`config.mk`:
```
export PLATFORM = sky130hd
export DESIGN_NAME = bcd_lane
export DESIGN_NICKNAME = d
export VERILOG_FILES = /design/src/rtl/bcd_chk_pkg.sv /design/src/rtl/bcd_parity_unit.sv /design/src/rtl/bcd_digit_checker.sv /design/src/rtl/bcd_lane.sv
export SDC_FILE = /design/constraint.sdc
export NUM_CORES = 1
export LEC_CHECK = 0
export CAP_MARGIN = 20
export CORE_AREA = 3 3 40 42
export DETAILED_ROUTE_END_ITERATION = 10
export DIE_AREA = 0 0 43 45
export PLACE_DENSITY = 0.54
export SLEW_MARGIN = 10
export SYNTH_ARGS = -nofsm -noshare
export SYNTH_HDL_FRONTEND = slang
export SYNTH_SLANG_ARGS = --single-unit
```
`constraint.sdc`:
```
create_clock -name vclk -period 1.75
set_input_delay 0.175 -clock vclk [all_inputs]
set_output_delay 0.175 -clock vclk [all_outputs]
set_load 0.01 [all_outputs]
```
`src/rtl/bcd_chk_pkg.sv`:
```
package bcd_chk_pkg;

    localparam int CHAR_W = 8;
    localparam int NUM_W  = 4;

    // Bit layout of one stored character
    typedef struct packed {
        logic             wm;      // word mark
        logic             chk;     // odd-parity check bit
        logic             zone_b;
        logic             zone_a;
        logic [NUM_W-1:0] num;     // 8-4-2-1 weights
    } bcd_char_t;

    typedef enum logic {
        MODE_GEN = 1'b0,
        MODE_CHK = 1'b1
    } chk_mode_e;

    typedef struct packed {
        logic perr;
        logic verr;
    } lane_flags_t;

    // Highest legal numeric code: 8-2 encodes decimal zero
    localparam logic [NUM_W-1:0] NUM_TOP_LEGAL = 4'b1010;

    // Check bit that makes the whole character odd
    function automatic logic gen_check_bit(input bcd_char_t c);
        return ~(c.wm ^ c.zone_b ^ c.zone_a ^ (^c.num));
    endfunction

    // True when the full eight bits hold an even count
    function automatic logic is_even_char(input bcd_char_t c);
        return ~(^c);
    endfunction

    function automatic logic digit_is_legal(input logic [NUM_W-1:0] n);
        return (n != '0) && (n <= NUM_TOP_LEGAL);
    endfunction

endpackage

```
`src/rtl/bcd_parity_unit.sv`:
```
module bcd_parity_unit
    import bcd_chk_pkg::*;
(
    input  bcd_char_t ch_i,
    input  chk_mode_e mode_i,
    output bcd_char_t ch_o,
    output logic      perr_o
);

    always_comb begin
        ch_o   = ch_i;
        perr_o = 1'b0;
        unique case (mode_i)
            MODE_GEN: ch_o.chk = gen_check_bit(ch_i);
            MODE_CHK: perr_o   = is_even_char(ch_i);
            default:  perr_o   = 1'b0;
        endcase
    end

endmodule

```
`src/rtl/bcd_digit_checker.sv`:
```
module bcd_digit_checker
    import bcd_chk_pkg::*;
(
    input  logic [NUM_W-1:0] num_i,
    input  logic             en_i,
    output logic             verr_o
);

    always_comb begin
        verr_o = en_i && !digit_is_legal(num_i);
    end

endmodule

```
`src/rtl/bcd_lane.sv`:
```
module bcd_lane
    import bcd_chk_pkg::*;
(
    input  logic [CHAR_W-1:0] char_i,
    input  chk_mode_e         mode_i,
    input  logic              num_en_i,
    output logic [CHAR_W-1:0] char_o,
    output lane_flags_t       flags_o
);

    bcd_char_t ch_in;
    bcd_char_t ch_out;
    logic      perr;
    logic      verr;

    assign ch_in = bcd_char_t'(char_i);

    bcd_parity_unit u_par (
        .ch_i   (ch_in),
        .mode_i (mode_i),
        .ch_o   (ch_out),
        .perr_o (perr)
    );

    bcd_digit_checker u_dig (
        .num_i  (ch_in.num),
        .en_i   (num_en_i),
        .verr_o (verr)
    );

    assign char_o       = ch_out;
    assign flags_o.perr = perr;
    assign flags_o.verr = verr;

endmodule

```
**Word level (Yosys, flattened, before mapping)**

Index checks and enable logic that the tools add are counted.

- Magnitude comparators: 1
- Bitwise logic cells: 5
- Muxes and demuxes: 2
- Reductions and logical operators: 6

Operator list:

| operator | number |
|---|---|
| XOR reduction 8 bit | 1 |
| <= comparator 4 bit (second input constant) | 1 |
| nonzero test 4 bit | 1 |
| XOR reduction 4 bit | 1 |
| XOR 1 bit | 3 |
| logical AND 1 bit | 2 |
| 2-to-1 mux 1 bit | 2 |
| inverter 1 bit | 2 |
| zero test 1 bit | 1 |

- Register bits after elaboration: 0
- Output and inout port bits: 10
- Input bits: 10
- Logic and storage cells: 14

**Depth between registers and ports, before layout**

Gate-level depths: netlist of run 1.

- Depth in word-level cells: 5
- Depth in mapped cells: 6

**Hierarchy**

A second synthesis of run 1 with hierarchy kept.

- Cell total of the unflattened synthesis: 22
- Area total of the unflattened synthesis: 191.4 µm²

Modules (own cells, without submodules):

| module | seq. area each (µm²) | cells each | area each (µm²) | times used |
|---|---|---|---|---|
| bcd_parity_unit | 0.0 | 16 | 146.4 | 1 |
| bcd_digit_checker | 0.0 | 4 | 30.0 | 1 |
| bcd_lane | 0.0 | 2 | 15.0 | 1 |

**Least setup slack after synthesis of run 1**

No wires, ideal clock.

- Path type: input -> output
- From: in char_i[2]
- To: out flags_o[1] (netlist bit)
- Required time: 1.575 ns
- Arrival: 1.323 ns
- Stages on the path: 6
- Slack: 0.252 ns
- Cell sequence: inv_1 > ha_1 > xor3_2 > xnor3_1 > nor2b_2 > buf_4

- Word-level cells in the longest chain between the ends: 3

Ends and longest elaborated chain:

| item | line | text |
|---|---|---|
| start, declared | bcd_lane.sv:4 | `input logic [CHAR_W-1:0] char_i,` |
| XOR reduction 8 bit | bcd_chk_pkg.sv:35 | `return ~(^c);` |
| inverter 1 bit | bcd_chk_pkg.sv:35 |  |
| 2-to-1 mux 1 bit | bcd_parity_unit.sv:13 | `unique case (mode_i)` |
| end, declared | bcd_lane.sv:8 | `output lane_flags_t flags_o` |

Every way passes these cells.

**Worst setup path in the final report of run 1**

- From: in char_i[2]
- To: out char_o[6]

- Word-level cells in the longest chain between the ends: 4

Ends and longest elaborated chain:

| item | line | text |
|---|---|---|
| XOR reduction 4 bit | bcd_chk_pkg.sv:30 | `return ~(c.wm ^ c.zone_b ^ c.zone_a ^ (^c.num));` |
| XOR 1 bit | bcd_chk_pkg.sv:30 |  |
| inverter 1 bit | bcd_chk_pkg.sv:30 |  |
| 2-to-1 mux 1 bit | bcd_parity_unit.sv:13 |  |
| end, declared | bcd_lane.sv:7 | `output logic [CHAR_W-1:0] char_o,` |

Every way passes these cells.

==> reports/results.tsv, run 1 <==
metric	value	unit
slew_headroom	86.4	%
dp_cells	58	
final_util	33.4	%
p_int	79.9	uW
grt_pass1_wl	703	um
regArea	0	sq um
synth_top_cell_by_area	buf_4	
p_per_area	301	mW/mm^2
final_area	429	sq um
core_area	0.00128	sq mm
grt_pass1_vias	194	
syn_area	263	sq um
seq_area_frac_synth	0	%
routed_wl	473	um
ys_top_cells_by_count	buf_4 (9), ha_1 (5), inv_1 (4)	
crit_chain	clkbuf_2, inv_1, ha_1, xor3_2, a221o_1, buf_2	
path_max_fanout	3	
crit_slowest_cell	xor3_2	
required	1.57	ns
pin_count	20	
start_util	20.4	%
p_seq_share	0	%
yosys-top-cells-area	buf_4 (26%), ha_1 (24%), xor3_2 (9.5%)	
chipHeight	45	um
drv_slew	0	
switching_share	38.1	%
diodes	0	
holdPathStages	2	
fin_crit_sh	93.8	%
criticalPathCategory	input port to output pin	
critPathMaxStageDelay	0.41	ns
ys_warn_count	0	
ant_nets	0	
rsz0062_at_grt	false	
p_comb_share	100.0	%
synth_most_common_cell	buf_4	
start_kind	input port	
setup_viol	0	
syn_area_per_cell	9.06	sq um
cp_top_family	XOR/XNOR gates	
grtUsageTotal	4.33	%
antenna_found_initial	0	
die_w	43	um
gp_congestion	0.649	
layout_commonest_cell	clkdlybuf4s50_1	
final_cells	58	
hold_ws	0.920	ns
arrival	1.47	ns
grt_max_degree	5	
die_area	0.00194	sq mm
hp-class	input port to output pin	
drt_iter0_drc	2	
drv_cap	0	
seq_cells	0	
area_delta_synth_final	63.3	%
critPathCaptureType	output pin	
core.rowCount	13	
outcome	completed	
leakage	0.220	nW
mostFrequentLayoutCells	clkdlybuf4s50_1 (12), ha_1 (4), dlygate4sd2_1 (4), buf_4 (3)	
tightest_slew	0.203	ns
ir_drop	0.133	mV
post_cts_buffers	0	
wl_per_cell	8.16	um
hp-start	char_i[2]	
grt-ovfl-total	0	
vias	220	
post_route_cells_drive_above_1_share	32.6	%
nClkBuffers	0	
clkPwrFrac	0	%
timing.fmax	609	MHz
drc	0	
period_needed	1.64	ns
synthDominantCellAreaShare	25.7	%
switchingPower	49.3	uW
viasPerCell	3.79	
holdPathEnd	char_o[2]	
finalNetCount	60	
drt_first_pass_iters	2	
final.setup.tns	0	ns
synthesis.nets	44	
syn_inst	29	
post_dp_cell_area	437	sq um
hold_violations	0	
crit_buf_inv	3	
synth.distinct_cells	14	
dp.final_hpwl	412	um
port_buffers	20	
==> metrics by stage <==
step	total power [mW]	setup WS, ns
finish	0.129	0.108
global route	0.142	0.0366
CTS	0.132	0.00577
detailed placement	0.143	-0.768
global placement	0.142	-0.746
floorplan	0.0880	0.252
==> routing by layer <==
metal / global-route usage [%] / vias to the layer above / part of all wire, %
li1: - / 116 / -
met1: 4.82 / 90 / 37
met2: 9.28 / 14 / 51
met3: 0.398 / 0 / 12
met4: 0 / 0 / 0
met5: 0 / - / 0
==> final cells by class <==
cell class,instances,area [sq um]
fill,144,856
timing repair buffer,23,198
multi-input combinational,16,198
inverter,4,15.0
tap,15,18.8
==> what timing repair did <==
item	in CTS	in global routing
setup endpoints to repair	3	2
resized for setup	18	4
hold buffers	0	0
pin swaps	3	3
==> worst max-delay path by stage <==
stage | start | to | slack [ns] | depth (start not counted)
global route | char_i[4] | flags_o[1] | 0.04 | 5
finish | char_i[2] | char_o[6] | 0.11 | 6
floorplan | char_i[2] | flags_o[1] | 0.25 | 6
detailed placement | char_i[2] | flags_o[1] | -0.77 | 7
global placement | char_i[2] | flags_o[1] | -0.75 | 7
CTS | char_i[1] | char_o[6] | 0.006 | 6
==> cell families (layout without fill, tap and decap cells) <==
group           count (synthesis)  count (layout)  synth area share, %
buf+inv                        13              27                 31.4
xor+xnor                        3               3                 24.3
compound gates                  4               4                 11.4
fa+ha+maj                       5               5                 23.8
simple gates                    4               4                 9.05
==> power by group through the flow <==
stage / Clock (mW) / Sequential, mW / Combinational, mW
final: 0 / 0 / 0.129
after global routing: 0 / 0 / 0.142
after CTS: 0 / 0 / 0.132
after detailed placement: 0 / 0 / 0.143
after global placement: 0 / 0 / 0.142
after floorplan: 0 / 0 / 0.0880
Power figures use the tool's default switching activity.
==> run 2: changes to the inputs <==
==> constraint.sdc (replaced) <==
create_clock -name vclk -period 1.7
set_input_delay 0.17 -clock vclk [all_inputs]
set_output_delay 0.17 -clock vclk [all_outputs]
set_load 0.01 [all_outputs]
==> run 2 against run 1 <==
Cell area rose by 6.1%. Via count grew 10%. Count of clock-buffer cells in the layout is the same. Hold slack improved by 0.0074 ns. Non-clock buffer count is 1 higher. Total power up 8.9%.
==> reports/results.tsv, run 2 (synthesized netlist as in run 1, its figures left out) <==
metric	value	unit	change
viasPerCell	4.10		+8.1%
leakage	0.231	nW	+4.8%
cp_top_family	buffers and inverters		
chipHeight	45	um	unchanged
drv_slew	0		unchanged
fillers	156		+8.3%
totalPowerFinal	141	uW	+8.9%
cp-endpoint	flags_o[0]		
pin_count	20		unchanged
antenna_found_initial	0		unchanged
slew_headroom	87.7	%	+1.3 points
hold_violations	0		unchanged
p_per_area	309	mW/mm^2	+2.7%
finalNetCount	61		+1.7%
drt_first_pass_iters	2		unchanged
outcome	completed		
grtUsageTotal	6.01	%	+1.7 points
drc	0		unchanged
critPathMaxStageDelay	0.28	ns	-0.13 ns
vias	242		+10%
port_buffers	20		unchanged
grt_max_degree	5		unchanged
mostFrequentLayoutCells	clkdlybuf4s50_1 (11), inv_2 (4), buf_4 (4), ha_1 (3)		
post_route_cells_drive_above_1_share	43.2	%	+11 points
wl_per_cell	9.44	um	+16%
die_w	43	um	unchanged
fin_crit_sh	94.5	%	
nClkBuffers	0		unchanged
regArea	0	sq um	unchanged
grt_pass1_vias	250		+29%
area_delta_synth_final	73.3	%	
drv_cap	0		unchanged
start_util	20.4	%	unchanged
gp_congestion	0.641		-1.3%
die_area	0.00194	sq mm	unchanged
path_max_fanout	2		-1
start_kind	input port		
hold_ws	0.928	ns	+0.00741 ns
ant_nets	0		unchanged
criticalPathCategory	input port to output pin		
critPathCaptureType	output pin		
crit_cells	8		+2
crit_chain	clkdlybuf4s15_1, inv_2, buf_4, buf_4, ha_1, a21o_1, a21boi_0, dlygate4sd2_1		
core_area	0.00128	sq mm	unchanged
dp.final_hpwl	427	um	+3.5%
crit_buf_inv	5		+2
required	1.53	ns	-0.04 ns
crit_path_frequent_cell	buf_4		
seq_cells	0		unchanged
routed_wl	557	um	+18%
hp-class	input port to output pin		
startpoint	char_i[0]		
crit_slowest_cell	dlygate4sd2_1		
ir_drop	0.173	mV	+30%
period_needed	1.61	ns	
layout_commonest_cell	clkdlybuf4s50_1		
arrival	1.44	ns	-0.03 ns
setup_viol	0		unchanged
rsz0062_at_grt	false		
diodes	0		unchanged
tightest_slew	0.184	ns	-0.0193 ns
drt_iter0_drc	1		-1
timing.fmax	622	MHz	
grt-ovfl-total	0		unchanged
core.rowCount	13		unchanged
grt_pass1_wl	924	um	+31%
-- run 2: final cells by class --
cell class	instances	area, sq um	area share (%)
timing repair buffer	24	211	46.4
tap	15	18.8	4.12
inverter	4	15.0	3.30
multi-input combinational	16	210	46.2
-- run 2: worst min-delay path by stage --
stage,start,to,cells past startpoint
after floorplan,char_i[0],char_o[0],1
after global placement,char_i[0],char_o[0],2
after detailed placement,char_i[0],char_o[0],2
after CTS,char_i[0],char_o[0],2
after global routing,char_i[2],char_o[2],2
final,char_i[2],char_o[2],2
-- run 2: timing repair --
action	4_1_cts	5_1_grt
hold buffers	0	0
endpoints found under the setup margin	3	2
resized for setup	23	6
endpoints found under the hold margin	0	0
pin swaps	3	3
buffers inserted	1	0
-- run 2: per-stage QoR --
stage / setup WS (ns) / setup TNS [ns] / area [sq um] / util, % / instances
global route: 0.00154 / 0 / 455 / 35.4 / 59
detailed placement: -0.808 / -1.97 / 437 / 34.0 / 58
floorplan: 0.212 / 0 / 263 / - / 29
finish: 0.0928 / 0 / 455 / 35.4 / 59
global placement: -0.784 / -1.92 / 437 / 34.0 / 58
CTS: 0.00360 / 0 / 460 / 35.8 / 59
-- run 2: power breakdown --
part | total [mW] | internal [mW] | switching (mW)
Clock | 0 | 0 | 0
Sequential | 0 | 0 | 0
Combinational | 0.141 | 0.0860 | 0.0547
-- run 2: routing by layer --
metal	vias up	part of all wire, %	track usage [%]
li1	116	-	-
met1	108	33	6.05
met2	16	50	12.9
met3	2	14	0.398
met4	0	2.7	1.81
met5	-	0	0
